**config.mk**
```make
export PLATFORM = sky130hd
export DESIGN_NAME = fwd_hazard_unit
export DESIGN_NICKNAME = d
export VERILOG_FILES = /design/src/rtl/fwd_hazard_unit.sv
export SDC_FILE = /design/constraint.sdc
export NUM_CORES = 1
export LEC_CHECK = 0
export BUFFER_PORTS_ARGS = -buffer_cell sky130_fd_sc_hd__buf_2
export CAP_MARGIN = 20
export CORE_AREA = 2 2 39 41
export DETAILED_ROUTE_END_ITERATION = 16
export DIE_AREA = 0 0 41 43
export GPL_ROUTABILITY_DRIVEN = 0
export PLACE_DENSITY = 0.75
export SYNTH_ARGS = -nofsm -noshare
export SYNTH_HDL_FRONTEND = slang
export SYNTH_SLANG_ARGS = --single-unit
```
**constraint.sdc**
```tcl
create_clock -name vclk -period 1.8
set_input_delay 0.18 -clock vclk [all_inputs]
set_output_delay 0.18 -clock vclk [all_outputs]
set_load 0.05 [all_outputs]
```
**src/rtl/fwd_hazard_unit.sv**
```systemverilog
module fwd_hazard_unit #(
  parameter int AW = 5
) (
  input  logic [AW-1:0] id_src_a,
  input  logic [AW-1:0] id_src_b,
  input  logic          id_use_a,
  input  logic          id_use_b,
  input  logic [AW-1:0] ex_src_a,
  input  logic [AW-1:0] ex_src_b,
  input  logic [AW-1:0] ex_dst,
  input  logic          ex_wen,
  input  logic          ex_load,
  input  logic [AW-1:0] exm_dst,
  input  logic          exm_wen,
  input  logic [AW-1:0] mwb_dst,
  input  logic          mwb_wen,
  output logic [1:0]    sel_a,
  output logic [1:0]    sel_b,
  output logic          hold_front,
  output logic          flush_ex
);

  localparam logic [1:0] SRC_RF  = 2'b00;
  localparam logic [1:0] SRC_EXM = 2'b10;
  localparam logic [1:0] SRC_MWB = 2'b01;
  localparam logic [AW-1:0] ZERO_REG = '0;

  logic exm_live, mwb_live, load_live;
  logic exm_hit_a, exm_hit_b, mwb_hit_a, mwb_hit_b;
  logic lu_a, lu_b, lu_stall;

  assign exm_live  = exm_wen && (exm_dst != ZERO_REG);
  assign mwb_live  = mwb_wen && (mwb_dst != ZERO_REG);
  assign load_live = ex_load && ex_wen && (ex_dst != ZERO_REG);

  assign exm_hit_a = exm_live && (exm_dst == ex_src_a);
  assign exm_hit_b = exm_live && (exm_dst == ex_src_b);
  assign mwb_hit_a = mwb_live && (mwb_dst == ex_src_a);
  assign mwb_hit_b = mwb_live && (mwb_dst == ex_src_b);

  assign sel_a = exm_hit_a ? SRC_EXM : (mwb_hit_a ? SRC_MWB : SRC_RF);
  assign sel_b = exm_hit_b ? SRC_EXM : (mwb_hit_b ? SRC_MWB : SRC_RF);

  assign lu_a     = id_use_a && (id_src_a == ex_dst);
  assign lu_b     = id_use_b && (id_src_b == ex_dst);
  assign lu_stall = load_live && (lu_a || lu_b);

  assign hold_front = lu_stall;
  assign flush_ex   = lu_stall;

endmodule


```
==> qor.yml, run 1 <==
place:
  numPortBuffers: 47
  hpwlAfterDp_um: 1220
  dp_slack_ps: -20.7
synthesis:
  yosysTopAreaCell: "xor2_1"
  netlist-cell-type-count: 11
  avgSynthCellArea_sq_um: 8.06
  syn_inst: 52
  synth_area_leaders: "xor2_1, xnor2_1, or4_1"
  syn_area_sq_um: 419
  synthesis.nets: 93
  yosysMostFrequentCell: "xor2_1"
  synthTopCellsByCount: "xor2_1, xnor2_1, or4_1"
  yosys.area.top_type_share_pct: 46.0
  yosysWarnings: 0
  synth-seq-area-share_pct: 0
power:
  swShare_pct: 50.4
  combinationalPowerShare_pct: 100.0
  p_seq_share_pct: 0
  vdd_drop_max_uv: 106
  p_total_w: 0.000160
  p_clk_share_pct: 0
  p_per_area_mw_per_mm2: 218
  p_int_w: 0.0000791
  p_leak_nw: 0.340
  p_switching_w: 0.0000805
worst_setup_path:
  worst_path_max_delay_cell: "or4_4"
  required_ps: 1620
  worstSetupPathType: "in2out"
  critPathLaunchType: "input pin"
  cp_max_fo: 2
  cp_data_arrival_time_ps: 1550
  critPathCaptureType: "primary output"
  crit_chain: "buf_2, or4_4, o21ai_4, nor4_2, nor4_4, buf_6"
  crit_path_max_incr_delay_ps: 540
flow_run:
  drv_cap: 0
global_routing:
  track_usage_pct: 16.6
  grt_pass1_vias: 558
  grt_pass1_wl_um: 2140
  grt_antenna_before_repair: 0
  grt_max_degree: 4
  grt_overflow_total: 0
sta:
  layout_setup_ws_ps: 66.6
  post-route-period-util_pct: 96.3
  max_slew.worst_pin.slew_ps: 358
  relSlewSlack_pct: 75.9
  period_minus_slack_ps: 1730
  hold_viol_final: 0
  final.setup.tns_ps: 0
  timing.final.max_slew_violations: 0
  finalSetupViolCount: 0
  fmax_mhz: 577
  rsz0062_at_grt: "true"
routing:
  routedWlPerCell_um: 11.5
  drc: 0
  vias: 547
  final_antenna_net_count: 0
  initialDrtViolationCount: 13
  drt-vias-per-instance: 4.76
  dr.pass1.iters: 4
  wl_um: 1330
min_path:
  hold_end: "hold_front"
  holdPathStages: 4
  worstHoldStart: "id_use_a"
  hold_class: "in2out"
die:
  row_count: 14
  die_h_um: 43
  dieArea_sq_mm: 0.00176
  die_w_um: 41
  pin_count: 47
  design.core.area_sq_mm: 0.00138
  start_util_pct: 30.3
clocking:
  cts-hold-fix-buffers: 0
finish:
  drive_above_1_share_pct: 57.6
  fillers: 134
  nClkBuffers: 0
  seq_area_sq_um: 0
  insertedDiodeCount: 0
  nNetsFinal: 142
  syn2layout_area_growth_pct: 74.6
  nFlopsAndLatches: 0
run_status:
  status: "finished clean"
cell families after synthesis:
kind of cell,count (synthesis),synth area share [%]
buffers and inverters,3,5.37
AND/OR/NAND/NOR,15,25.7
AO/OA/AOI/OAI,4,6.27
XOR/XNOR,30,62.7
layout make-up:
class	count	area [sq um]	share of cell area, %
multi-input combinational	49	442	60.3
timing repair buffer	50	270	36.9
tap	16	20.0	2.74
per-stage QoR:
step           hold WS [ps]  instances  utilization, %  cell area (sq um)
3_3_place_gp            784        115            50.3                696
5_1_grt                 796        115            52.9                732
4_1_cts                 790        115            50.6                701
2_1_floorplan           561         52               -                440
3_5_place_dp            790        115            50.3                696
6_report                791        115            52.9                732
cells in the final DEF (no fill, tap or decap):
master    synthesis  layout
xnor2_1           8       8
o21ai_4           0       1
buf_6             0       2
nor4_1            4       2
nor4_2            2       2
buf_4             3       3
or4_1             5       4
a21oi_2           0       1
nand3_1           4       4
nor4_4            0       2
o211ai_1          1       1
buf_2             0      45
or4_4             0       1
o21ai_1           1       1
xor2_1           22      22
metal layers:
| metal | vias to the layer above | wire length (um) | track usage (%) |
|---|---|---|---|
| li1 | 280 | - | - |
| met5 | - | 0 | 0 |
| met1 | 260 | 503 | 19.3 |
| met4 | 0 | 0 | 0.667 |
| met3 | 0 | 23 | 0 |
| met2 | 7 | 801 | 32.5 |
worst max-delay path: cells and delay by family:
kind / cells / cell delay (ps)
and+or+nand+nor: 3 / 910
AOI/OAI and AO/OA: 1 / 170
buffers and inverters: 2 / 300
power by group through the flow:
stage | Combinational [W] | Clock, W | Sequential (W)
floorplan | 0.0000728 | 0 | 0
global placement | 0.000149 | 0 | 0
detailed placement | 0.000153 | 0 | 0
CTS | 0.000153 | 0 | 0
global route | 0.000175 | 0 | 0
finish | 0.000160 | 0 | 0
worst max-delay path by stage:
stage	start	to	slack, ps	depth (start not counted)
final	exm_dst[1]	sel_a[0]	70	6
after detailed placement	exm_dst[1]	sel_b[0]	-20	6
after global placement	exm_dst[1]	sel_b[0]	-6	6
after floorplan	exm_dst[1]	sel_a[0]	9	4
after global routing	exm_dst[1]	sel_b[0]	-10	6
after CTS	exm_dst[1]	sel_b[0]	30	6
repair_timing:
action                                  CTS  global route
pin swaps                                 0             0
gates resized for setup                   2             6
endpoints found under the setup margin    2             4
endpoints found under the hold margin     0             0
setup buffers                             0             0
(Power assumes the default switching activity.)
==> run 2, diff against run 1 <==
--- a/config.mk
+++ b/config.mk
@@ -11,7 +11,7 @@
 export DETAILED_ROUTE_END_ITERATION = 16
 export DIE_AREA = 0 0 41 43
 export GPL_ROUTABILITY_DRIVEN = 0
-export PLACE_DENSITY = 0.75
+export PLACE_DENSITY_LB_ADDON = 0.08
 export SYNTH_ARGS = -nofsm -noshare
 export SYNTH_HDL_FRONTEND = slang
 export SYNTH_SLANG_ARGS = --single-unit
==> run 2 against run 1 <==
Against the previous run: final cell count rose by 0.87%; global-route usage decreased by 1.6 points; power up 3.3%; sequential share of layout area unchanged; critical path type unchanged; critical endpoint unchanged.
==> qor.yml, run 2 (synthesized netlist as in run 1, its figures left out) <==
finish:
  insertedDiodeCount: 0
  drive_above_1_share_pct: 59.0
  final_area_sq_um: 744
  nClkBuffers: 0
  syn2layout_area_growth_pct: 77.6
  final_common_cell: "buf_2"
  nNetsFinal: 143
  seq_area_sq_um: 0
  final_cell_mix: "buf_2, xor2_1, xnor2_1"
  fin_cells: 116
  nFlopsAndLatches: 0
  fillers: 130
  multi_input_area_sq_um: 447
routing:
  wl_met3_um: 113
  final_antenna_net_count: 0
  drc: 0
  dr_wl_met2_um: 791
  routedWlPerCell_um: 11.5
  wl_met1_um: 430
  vias: 561
  initialDrtViolationCount: 2
  drt-vias-per-instance: 4.84
  wl_um: 1340
  routed.top_layer: "met3"
  dr.pass1.iters: 4
global_routing:
  grt_max_degree: 4
  grt_overflow_total: 0
  track_usage_pct: 15.0
  grt_pass1_wl_um: 1970
  grt_pass1_vias: 509
  grt_antenna_before_repair: 0
worst_setup_path:
  cp_max_fo: 3
  required_ps: 1620
  crit_path_max_incr_delay_ps: 570
  critPathCaptureType: "primary output"
  critPathLaunchType: "input pin"
  crit_family: "simple AND/OR/NAND/NOR gates"
  worstSetupPathType: "in2out"
  crit_chain: "buf_2, or4_1, o21ai_1, or4_4, nor4_4, buf_6"
  cp_data_arrival_time_ps: 1560
  path_buf_inv: 2
  worst_path_max_delay_cell: "or4_4"
die:
  design.core.area_sq_mm: 0.00138
  start_util_pct: 30.3
  dieArea_sq_mm: 0.00176
  row_count: 14
  die_w_um: 41
  pin_count: 47
  die_h_um: 43
place:
  numPortBuffers: 47
  dp.cells: 116
  dpl_cell_area_sq_um: 703
  dp_slack_ps: -28.8
  hpwlAfterDp_um: 1210
clocking:
  cts_setup_buffers: 0
  cts-hold-fix-buffers: 0
sta:
  relSlewSlack_pct: 74.3
  period_minus_slack_ps: 1740
  finalSetupViolCount: 0
  hold_viol_final: 0
  post-route-period-util_pct: 96.7
  layout_setup_ws_ps: 58.9
  final.setup.tns_ps: 0
  timing.final.max_slew_violations: 0
  max_slew.worst_pin.slew_ps: 382
  fmax_mhz: 574
min_path:
  holdPathStages: 4
  hold_class: "in2out"
  worstHoldStart: "id_use_b"
  hold_end: "hold_front"
power:
  p_per_area_mw_per_mm2: 221
  p_leak_nw: 0.347
  vdd_drop_max_uv: 79.8
run_status:
  status: "finished clean"
flow_run:
  drv_cap: 0
-- run 2: changes by cell type in the layout (fill, tap and decap cells not counted) --
cell,change
buf_4,+1
or4_4,+1
nor4_2,-1
o21ai_4,-1
nor4_4,+1
or4_1,-1
o21ai_2,+1
-- run 2: worst min-delay path, delay by kind of cell --
family          cells  cell delay, ps
buf+inv             2             300
simple gates        1              70
compound gates      1              50
-- run 2: routing by layer --
layer	vias to the layer above	GRT usage [%]
li1	281	-
met1	252	16.8
met2	28	30.3
met3	0	0
met4	0	0
met5	-	0
-- run 2: area by class of cell --
type,count,area share [%]
multi-input combinational,49,60.0
tap,16,2.69
timing repair buffer,51,37.3
-- run 2: power breakdown --
group	switching [W]	total (W)	internal, W
Combinational	0.0000829	0.000165	0.0000820
Clock	0	0	0
Sequential	0	0	0
Total	0.0000829	0.000165	0.0000820
-- run 2: what timing repair did --
action / 4_1_cts / 5_1_grt
endpoints found under the setup margin: 3 / 3
gates resized for setup: 3 / 6
pin swaps: 0 / 3
-- run 2: per-stage QoR --
stage / power (W) / hold slack, ps / utilization (%)
2_1_floorplan: 0.0000728 / 561 / -
3_3_place_gp: 0.000153 / 782 / 50.8
3_5_place_dp: 0.000153 / 787 / 50.8
4_1_cts: 0.000156 / 786 / 51.6
5_1_grt: 0.000179 / 824 / 53.8
6_report: 0.000165 / 784 / 53.8
-- run 2: worst max-delay path by stage --
stage	start	end	slack, ps	cells past startpoint
floorplan	exm_dst[1]	sel_a[0]	9	4
global placement	exm_dst[1]	sel_a[0]	-10	6
detailed placement	exm_dst[1]	sel_a[0]	-30	6
CTS	exm_dst[1]	sel_b[0]	20	6
global route	exm_dst[1]	sel_b[0]	-5	6
finish	mwb_dst[3]	sel_a[0]	60	6
